$ cat src/rtl/aux_adc_spi.sv
module aux_adc_spi #(
  parameter int          DATA_W     = 10,
  parameter int          FRAME_BITS = 16,
  parameter int          ADDR_W     = 5,
  parameter logic [4:0]  ADDR       = 5'h13
) (
  input  logic              clk,
  input  logic              rst_n,
  input  logic              cs_n,
  input  logic              sclk,
  input  logic              din,
  output logic              dout,
  output logic              dout_oe,
  output logic              conv_req,
  input  logic              conv_done,
  input  logic [DATA_W-1:0] conv_data,
  output logic              overrun
);
  localparam int RXC_W  = $clog2(FRAME_BITS + 1);
  localparam int TXC_W  = $clog2(DATA_W);
  localparam int EN_BIT = 10;
  localparam int ST_BIT = 0;

  typedef enum logic [1:0] {M_HIZ, M_BUSY, M_LOW, M_SHIFT} mode_t;

  logic [2:0] cs_q, sck_q, din_q;
  always_ff @(posedge clk or negedge rst_n)
    if (!rst_n) begin
      cs_q  <= 3'b111;
      sck_q <= 3'b000;
      din_q <= 3'b000;
    end else begin
      cs_q  <= {cs_q[1:0], cs_n};
      sck_q <= {sck_q[1:0], sclk};
      din_q <= {din_q[1:0], din};
    end

  wire cs_fall  = cs_q[2] & ~cs_q[1];
  wire cs_rise  = ~cs_q[2] & cs_q[1];
  wire cs_low   = ~cs_q[1];
  wire sck_rise = ~sck_q[2] & sck_q[1];
  wire sck_fall = sck_q[2] & ~sck_q[1];

  logic [FRAME_BITS-1:0] rx_sh;
  logic [RXC_W-1:0]      rx_cnt;
  always_ff @(posedge clk or negedge rst_n)
    if (!rst_n) begin
      rx_sh  <= '0;
      rx_cnt <= '0;
    end else if (cs_fall) begin
      rx_cnt <= '0;
    end else if (cs_low && sck_rise) begin
      rx_sh <= {rx_sh[FRAME_BITS-2:0], din_q[1]};
      if (rx_cnt != RXC_W'(FRAME_BITS)) rx_cnt <= rx_cnt + 1'b1;
    end

  mode_t             mode;
  logic              oe_en, busy;
  logic [DATA_W-1:0] result, tx_sh;
  logic [TXC_W-1:0]  tx_cnt;

  wire frame_ok  = cs_rise && rx_cnt == RXC_W'(FRAME_BITS) &&
                   rx_sh[FRAME_BITS-1 -: ADDR_W] == ADDR;
  wire cmd_start = rx_sh[ST_BIT];
  wire cmd_en    = rx_sh[EN_BIT];
  wire start_ok  = frame_ok & cmd_start & ~busy;
  wire start_rej = frame_ok & cmd_start & busy;
  wire reading   = (mode == M_SHIFT);

  always_ff @(posedge clk or negedge rst_n)
    if (!rst_n) begin
      mode     <= M_HIZ;
      oe_en    <= 1'b0;
      busy     <= 1'b0;
      result   <= '0;
      tx_sh    <= '0;
      tx_cnt   <= '0;
      conv_req <= 1'b0;
      overrun  <= 1'b0;
    end else begin
      conv_req <= 1'b0;
      if (conv_done && busy) begin
        busy   <= 1'b0;
        result <= conv_data;
        if (mode == M_BUSY) mode <= M_LOW;
      end
      if (cs_fall && oe_en && !busy && !reading) begin
        mode   <= M_SHIFT;
        tx_sh  <= result;
        tx_cnt <= '0;
      end
      if (reading && cs_low && sck_fall && tx_cnt != TXC_W'(DATA_W-1)) begin
        tx_sh  <= {tx_sh[DATA_W-2:0], 1'b0};
        tx_cnt <= tx_cnt + 1'b1;
      end
      if (start_rej) overrun <= 1'b1;
      if (start_ok) begin
        conv_req <= 1'b1;
        busy     <= 1'b1;
        oe_en    <= cmd_en;
        mode     <= cmd_en ? M_BUSY : M_HIZ;
      end else if (frame_ok && !cmd_start) begin
        if (reading) begin
          oe_en <= 1'b0;
          mode  <= M_HIZ;
        end else begin
          oe_en <= cmd_en;
          mode  <= !cmd_en ? M_HIZ : (busy ? M_BUSY : M_LOW);
        end
      end else if (cs_rise && reading && !frame_ok) begin
        oe_en <= 1'b0;
        mode  <= M_HIZ;
      end
    end

  assign dout    = (mode == M_BUSY) | (reading & tx_sh[DATA_W-1]);
  assign dout_oe = (mode != M_HIZ);

  assert_single_req_R2: assert property (@(posedge clk) disable iff (!rst_n)
    conv_req |=> !conv_req);
  assert_busy_high_R3: assert property (@(posedge clk) disable iff (!rst_n)
    (busy && dout_oe) |-> dout);
  assert_no_req_when_busy_R9: assert property (@(posedge clk) disable iff (!rst_n)
    (frame_ok && busy) |=> !conv_req);
  assert_overrun_cause_R9: assert property (@(posedge clk) disable iff (!rst_n)
    $rose(overrun) |-> $past(busy));
  assert_overrun_sticky_R9: assert property (@(posedge clk) disable iff (!rst_n)
    overrun |=> overrun);
  assert_release_at_cs_R7: assert property (@(posedge clk) disable iff (!rst_n)
    $fell(dout_oe) |-> $past(cs_rise));
  assert_shift_hold_R5: assert property (@(posedge clk) disable iff (!rst_n)
    (reading && $past(reading) && !$past(sck_fall) && !$past(cs_fall)) |-> $stable(dout));
endmodule

$ cat config.mk
export PLATFORM = sky130hd
export DESIGN_NAME = aux_adc_spi
export DESIGN_NICKNAME = d
export VERILOG_FILES = /design/src/rtl/aux_adc_spi.sv
export SDC_FILE = /design/constraint.sdc
export NUM_CORES = 1
export LEC_CHECK = 0
export ABC_CLOCK_PERIOD_IN_PS = 1850
export BUFFER_PORTS_ARGS = -buffer_cell sky130_fd_sc_hd__buf_2
export CAP_MARGIN = 10
export CORE_UTILIZATION = 30
export DETAILED_ROUTE_END_ITERATION = 10
export GPL_ROUTABILITY_DRIVEN = 0
export HOLD_SLACK_MARGIN = 0.02
export PLACE_DENSITY = 0.47
export SLEW_MARGIN = 30
export SYNTH_ARGS = -nofsm -noshare
export SYNTH_HDL_FRONTEND = slang
export SYNTH_SLANG_ARGS = --single-unit
$ cat constraint.sdc
create_clock -name clk -period 1.85 [get_ports clk]
set_clock_uncertainty 0.05 [all_clocks]
set_input_delay 0.0925 -clock clk [delete_from_list [all_inputs] [get_ports clk]]
set_output_delay 0.0925 -clock clk [all_outputs]
set_load 0.05 [all_outputs]
Word-level counts from Yosys, hierarchy flattened

Index checks and enable logic that the tools add are counted.

Add/sub/neg operators: 2
$mul: 0
Div/mod/pow operators: 0
$lt $le $gt $ge: 0
Equal/unequal tests: 6
Shifts and indexed selects: 0
Mux-type cells: 24
Bitwise gates (word level): 15
Reductions and logical operators: 28

Operators with widths:

| cell                  | count |
|---|---|
| $mux W10              | 2 |
| $mux W2               | 9 |
| $mux W5               | 3 |
| $logic_and A1 B1 Y1   | 13 |
| $eq A5 B5 Y1 const B  | 2 |
| $reduce_bool A2 Y1    | 5 |
| $reduce_bool A5 Y1    | 2 |
| $and A1 B1 Y1         | 8 |
| $mux W1               | 8 |
| $mux W4               | 2 |
| $not A1 Y1            | 6 |
| $reduce_and A2 Y1     | 3 |
| $add A5 B1 Y5 const B | 1 |
| $ne A5 B5 Y1 const B  | 1 |
| $add A4 B1 Y4 const B | 1 |
| $logic_not A1 Y1      | 4 |
| $ne A4 B4 Y1 const B  | 1 |
| $reduce_bool A3 Y1    | 1 |
| $eq A2 B1 Y1 const B  | 1 |
| $eq A2 B2 Y1 const B  | 1 |
| $or A1 B1 Y1          | 1 |

Register bits: 59
Bits in latches: 0
Memory bits (writable): 0
ROM bits: 0
Output and inout bits: 4
Memories kept: 0

Logic depth before layout (Yosys ltp)

Gate-level depths: netlist (run 1).

Depth in word-level cells: 9
Mapped depth: 9
Gate-level depth less buffers: 7

Worst setup path before layout (run 1)

OpenSTA, ideal clock, no wires.

Path type: register -> output
From: register mode[1]
To: output dout
Arrival time: 1.615 ns
Slack: 0.092 ns
Cell stages (with the launch flop): 3
Buffers on the path: 1
Cells stage by stage: dfrtp_1 buf_2 a21boi_0

Longest elaborated chain between the ends: 3

Ends and longest elaborated chain:

| element                | line | text |
|---|---|---|
| from (decl)            | 57   | `mode_t mode;` |
| from (signal assigned) | 101  | `mode <= cmd_en ? M_BUSY : M_HIZ;` |
| from (signal assigned) | 108  | `mode <= !cmd_en ? M_HIZ : (busy ? M_BUSY : M_LOW);` |
| $eq A2 B2 Y1           | 68   | `wire reading = (mode == M_SHIFT);` |
| $and A1 B1 Y1          | 116  | `assign dout = (mode == M_BUSY) \| (reading & tx_sh[DATA_W-1]);` |
| $or A1 B1 Y1 (*)       | 116  |  |
| to (decl)              | 12   | `output logic dout,` |

Every way passes the cells marked *; elsewhere a longest branch is shown, timed or not.

Worst setup path after layout (run 1)

From: register cs_q[2]
To: register tx_cnt[2]

Longest elaborated chain between the ends: 5

Ends and longest elaborated chain:

| element                             | line | text |
|---|---|---|
| from (decl)                         | 26   | `logic [2:0] cs_q, sck_q, din_q;` |
| from (signal assigned)              | 33   | `cs_q <= {cs_q[1:0], cs_n};` |
| $and A1 B1 Y1                       | 38   | `wire cs_fall = cs_q[2] & ~cs_q[1];` |
| $logic_and A1 B1 Y1 (3 in series)   | 87   | `if (cs_fall && oe_en && !busy && !reading) begin` |
| $reduce_bool A2 Y1 (no source line) | --   |  |
| to (signal assigned)                | 94   | `tx_cnt <= tx_cnt + 1'b1;` |
| to (decl)                           | 60   | `logic [TXC_W-1:0] tx_cnt;` |

No other way between the ends.
A chain may end at the register's enable or synchronous reset.

==> results.ini, run 1 <==
[worst_hold_path]
hold_path_class=in2reg

[cells_and_area]
final-instance-count-excl-fill=356
area_growth_pct=23.34
final_layout_size_suffix_gt1_frac=0.3147
nets=266
antenna_cells=0

[outcome]
outcome=finished clean

[clock_network]
insertion_delay_ps=340
cts_max_level=3
cts_made_buffers=9
path_clk_slew_ps=70
cts_resized=0
max-clock-path-buffers=2
clkSinkCount=59
hold_buffers=14
cts_tree=done
root_buffer=clkbuf_8
cts_setup_buffers=0

[yosys]
ys_warn_count=0
synth_top_family_by_area=simple AND/OR/NAND/NOR gates
netlist_top_cells_area=dfrtp_1 55%, mux2_2 12%, nand2_1 3.7%
synth_fa_ha_area_frac=0.01969
async_flop_share=1.000
syn-num-nets=225
ys_types=44
synth_top_area_cell=dfrtp_1
synth_cells=205
synth_xor_area_frac=0.01723
synth_ff_type=dfrtp_1
syn_area_per_cell_sq_um=12.40
syn_area_sq_mm=0.002541
synth_mux_area_frac=0.1236
synth-edff-count=0
synth_compound_area_frac=0.09010
synth_top_area_frac=0.5515
synth-simple-area-share=0.1275
ys_seq_elements=59
synth_seq_area_share=0.5825

[placement]
numPortBuffers=19
dpl.cell_count=326
hpwlAfterDp_mm=2.861

[grt]
grt_pass1_wl_mm=7.693
track_usage=0.1172
antenna_found_initial=0
grt_pass1_vias=1606
grt_overflow=0
grt_max_degree=60

[power]
ir_drop_mv=0.4643
p_leak_nw=1.537
power_density_mw_per_mm2=904.9

[sta]
slew_viol_final=0
tns_ps=0
clock.fmax_ghz=0.5890
finalSetupViolCount=0
period_share=0.9178
rsz0062_at_grt=no
slew_headroom=0.6459
hold_violations=0
tightest_slew_ps=529.9
post-route-min-period_ps=1698

[die]
dieArea_sq_mm=0.008843
ios=20
rows=33
start_util=0.3093
die_w_um=94.04
fp.dieH_um=94.04
core_area_sq_mm=0.008217

[drt]
drt_first_pass_iters=4
wl_per_cell_um=12.52
wl_mm=4.457
drtIter0Drc=71
ant_nets=0
drcViolationCount=0
viasPerCell=4.542
num_vias=1617

[setup_path]
worstPathRequired_ps=2010
cp.arrival_ps=1860
critical_path_class=reg2reg
endpoint_kind=register
critPathLaunchType=register
cp_max_fo=11

[run]
cap_violations=0

==> report_power, final <==
group / internal [mW] / leakage [nW] / switching [mW]
logic: 0.0890 / 0.637 / 0.0632
registers: 1.35 / 0.790 / 0.0441
clock network: 0.796 / 0.111 / 0.494
total: 2.23 / 1.54 / 0.602
==> worst max-delay path, stage by stage, from the launching register on <==
cell	delay (ps)
dfstp_2	540
nor2b_4	200
and4b_1	310
nor2_1	100
buf_12	150
o21ai_0	130
o21ai_0	100
==> flip-flops by register name (all words and copies together), names as in the netlist, 2 cells and up <==
register	flops
din_q	2
tx_cnt	4
rx_cnt	5
mode	2
cs_q	3
rx_sh	16
result	10
tx_sh	10
sck_q	3
==> stage by stage <==
stage | hold WS (ps) | setup WS [ps] | power [mW] | util | cell area [sq um]
floorplan | -253.1 | 92.28 | 1.482 | - | 2541
global placement | 78.92 | 175.8 | 1.551 | 0.3377 | 2775
detailed placement | 73.06 | 138.8 | 1.552 | 0.3377 | 2775
CTS | 37.70 | 121.1 | 2.891 | 0.3815 | 3134
global route | 71.12 | 32.92 | 2.949 | 0.3815 | 3134
finish | 47.31 | 152.1 | 2.836 | 0.3815 | 3134
==> layer usage <==
layer	up-vias	track usage	wire length, um
li1	798	-	-
met1	786	0.1456	2165
met2	20	0.1776	2016
met3	13	0.03722	149
met4	0	0.06923	125
met5	-	0	0
==> path summary, 6_finish.rpt <==
kind                           start         to  slack (ps)  depth (start not counted)
min in group asynchronous      rst_n  tx_cnt[2]         220                          3
setup reg to reg             cs_q[2]  tx_cnt[2]         150                          6
setup / recovery             cs_q[2]  tx_cnt[2]         150                          6
hold reg to reg             din_q[0]   din_q[1]         300                          0
max in group asynchronous      rst_n    cs_q[2]        1200                          3
hold / removal             conv_done       busy          50                          3
==> cells in the final DEF (no fill, tap or decap), drive strengths merged, types with 3 or more instances in the layout <==
cell / instances
a21o: 3
a21oi: 3
a22oi: 8
buf: 27
clkbuf: 12
dfrtp: 56
dfstp: 3
dlygate4sd3: 14
ha: 4
inv: 6
mux2: 27
nand2: 25
nand4: 4
nor2: 12
nor3: 4
o21ai: 8
xor2: 4
==> cells in the mapped netlist (4+ instances only) <==
library cell	n
mux2_2	27
inv_1	6
nand2_1	25
buf_6	4
dfrtp_1	56
a22oi_1	8
nor2_1	11
xor2_1	4
nor3_1	4
buf_2	5
ha_1	4
o21ai_0	7
==> final cells by class <==
type,count,area (sq um)
fillers,794,5082
well taps,105,131.4
inverters,6,22.52
clock buffers,12,145.1
flip-flops and latches,59,1480
repair buffers,41,320.3
clock inverters,4,73.82
multi-input cells,129,960.9
==> cell families (layout without fill, tap and decap cells) <==
logic type / count (synthesis) / count (layout)
flops: 59 / 59
simple gates: 59 / 59
compound gates: 33 / 33
mux: 28 / 28
buf+inv: 17 / 63
xor+xnor: 5 / 5
fa+ha+maj: 4 / 4
No activity file was read; power rests on OpenSTA's default activity.
==> run 2: changes to the inputs <==
Settings changed: ABC_CLOCK_PERIOD_IN_PS 1850 to 1400, PLACE_DENSITY 0.47 to 0.48.
Clock period 1.85 ns to 1.4 ns, I/O delays scaled along.
==> run 2 against run 1 <==
The run now ends with setup timing left. Worst setup slack lost 320 ps. Sequential share of layout area shrank 6.9 points. Design area grew 17%. Routed wire length grew 16%. Core utilization grew 6.5 points. Sequential power grew 32%. Count of clock-buffer cells in the layout is the same. Worst hold slack gained 170 ps. Fmax grew 8.4%. Combinational power grew 86%. Sequential cell count is the same. Highest routed layer unchanged.
==> results.ini, run 2 (synthesized netlist as in run 1, its figures left out) <==
[sta]
slew_viol_final=0
slew_headroom=0.7792
hold_violations=0
clock.fmax_ghz=0.6383
rsz0062_at_grt=yes
tightest_slew_ps=331.2
post-route-min-period_ps=1567
finalSetupViolCount=40
period_share=1.119
setup_ws_ps=-166.8

[clock_network]
max-clock-path-buffers=2
cts_made_buffers=9
insertion_delay_ps=340
clkSinkCount=59
root_buffer=clkbuf_8
cts_max_level=3
cts_tree=done
path_clk_slew_ps=70

[cells_and_area]
regArea_sq_mm=0.001480
largest_register_ffs=16
nFillCells=775
top_register=rx_sh
final_common_cell=dfrtp_1
area_growth_pct=44.51
final_layout_size_suffix_gt1_frac=0.4863
antenna_cells=0
nets=307
largest_registers=rx_sh x16, result x10, tx_sh x10
layout_common_cells=56 x dfrtp_1, 34 x buf_4, 24 x nand2_1, 17 x buf_2
final-instance-count-excl-fill=397
multi_input_area_sq_mm=0.001132

[drt]
drt_first_pass_iters=4
wl_mm=5.158
wl_met3_um=91
wl_per_cell_um=12.99
num_vias=1785
top_layer_used=met4
viasPerCell=4.496
drcViolationCount=0
ant_nets=0
wl_met1_mm=2.513
wl_met2_mm=2.439
drtIter0Drc=38

[setup_path]
endpoint_kind=register
worstPathRequired_ps=1570
critical_path_class=reg2reg
critPathLaunchType=register
cp.arrival_ps=1740
cp_max_fo=8

[power]
switching_share=0.2135
ir_drop_mv=0.5737
power_density_mw_per_mm2=1059
finalPower_mw=3.887
clock_power_share=0.454
p_comb_frac=0.073
p_leak_nw=1.791
intPower_mw=3.057
pwr-share-seq=0.473
switchingPower_mw=0.8301

[die]
dieArea_sq_mm=0.008843
rows=33
core_area_sq_mm=0.008217
fp.dieH_um=94.04
start_util=0.3093
die_w_um=94.04
ios=20

[outcome]
violations=setup timing
outcome=complete, but fails checks

[grt]
grt_overflow=0
antenna_found_initial=0
grt_pass1_wl_mm=8.845
grt_max_degree=60
grt_pass1_vias=1858
track_usage=0.1333

[placement]
hpwlAfterDp_mm=3.045
dpl.cell_count=349
numPortBuffers=19

[worst_hold_path]
hold_path_class=in2async

[run]
cap_violations=0

## run 2: cell types whose count changed in the layout (fill, tap and decap cells not counted), sizes merged
cell / before / now
dlygate4sd3: 14 / 15
clkinvlp: 0 / 1
clkinv: 2 / 1
buf: 27 / 65
nor2: 12 / 14
## run 2: layout make-up
class | instances | share of cell area
Clock buffer | 12 | 0.04225
Clock inverter | 4 | 0.01976
Inverter | 6 | 0.006133
Multi-Input combinational cell | 131 | 0.3083
Sequential cell | 59 | 0.4031
Tap cell | 105 | 0.03578
Timing Repair Buffer | 80 | 0.1847
## run 2: layer usage
| metal | vias up | track usage |
|---|---|---|
| li1 | 883 | - |
| met4 | 0 | 0.06923 |
| met3 | 9 | 0.03398 |
| met2 | 18 | 0.2050 |
| met5 | - | 0 |
| met1 | 875 | 0.1722 |
## run 2: through the flow
| step | TNS [ps] | setup slack [ps] | instance area [sq um] | hold slack (ps) | utilization |
|---|---|---|---|---|---|
| after global placement | -6529 | -222.0 | 2979 | 55.33 | 0.3626 |
| after global routing | -7126 | -219.8 | 3672 | 262.2 | 0.4469 |
| final | -4394 | -166.8 | 3672 | 220.5 | 0.4469 |
| after CTS | -4901 | -177.9 | 3630 | 219.3 | 0.4418 |
| after detailed placement | -6541 | -240.1 | 2979 | 55.08 | 0.3626 |
| after floorplan | -4257 | -201.1 | 2585 | -275.6 | - |
## run 2: worst max-delay path, stage by stage, from the launching register on
cell and delay [ps]:
dfrtp_1 380, or3b_4 460, nor2_4 120, buf_12 140, mux2_4 300
## run 2: what timing repair did
action,CTS,global route
endpoints found under the setup margin,41,42
pin swaps,19,17
setup buffers,13,2
endpoints found under the hold margin,73,0
gates cloned,2,0
hold buffers,15,0
resized for setup,41,7
## run 2: worst paths after layout
kind / startpoint / cells after the start / slack [ps] / end
max reg2reg: sck_q[2] / 4 / -170 / rx_sh[13]
min: rst_n / 3 / 220 / result[7]
min in group clk: sck_q[0] / 0 / 310 / sck_q[1]
max in group asynchronous: rst_n / 3 / 760 / cs_q[2]
max: sck_q[2] / 4 / -170 / rx_sh[13]
min reg2reg: sck_q[0] / 0 / 310 / sck_q[1]
## run 2: power by group through the flow
| stage | Combinational [mW] | Sequential (mW) | Clock [mW] |
|---|---|---|---|
| after global placement | 0.206 | 1.87 | 0 |
| after global routing | 0.316 | 1.85 | 1.88 |
| after detailed placement | 0.208 | 1.87 | 0 |
| after floorplan | 0.113 | 1.85 | 0 |
| final | 0.283 | 1.84 | 1.77 |
| after CTS | 0.280 | 1.84 | 1.83 |
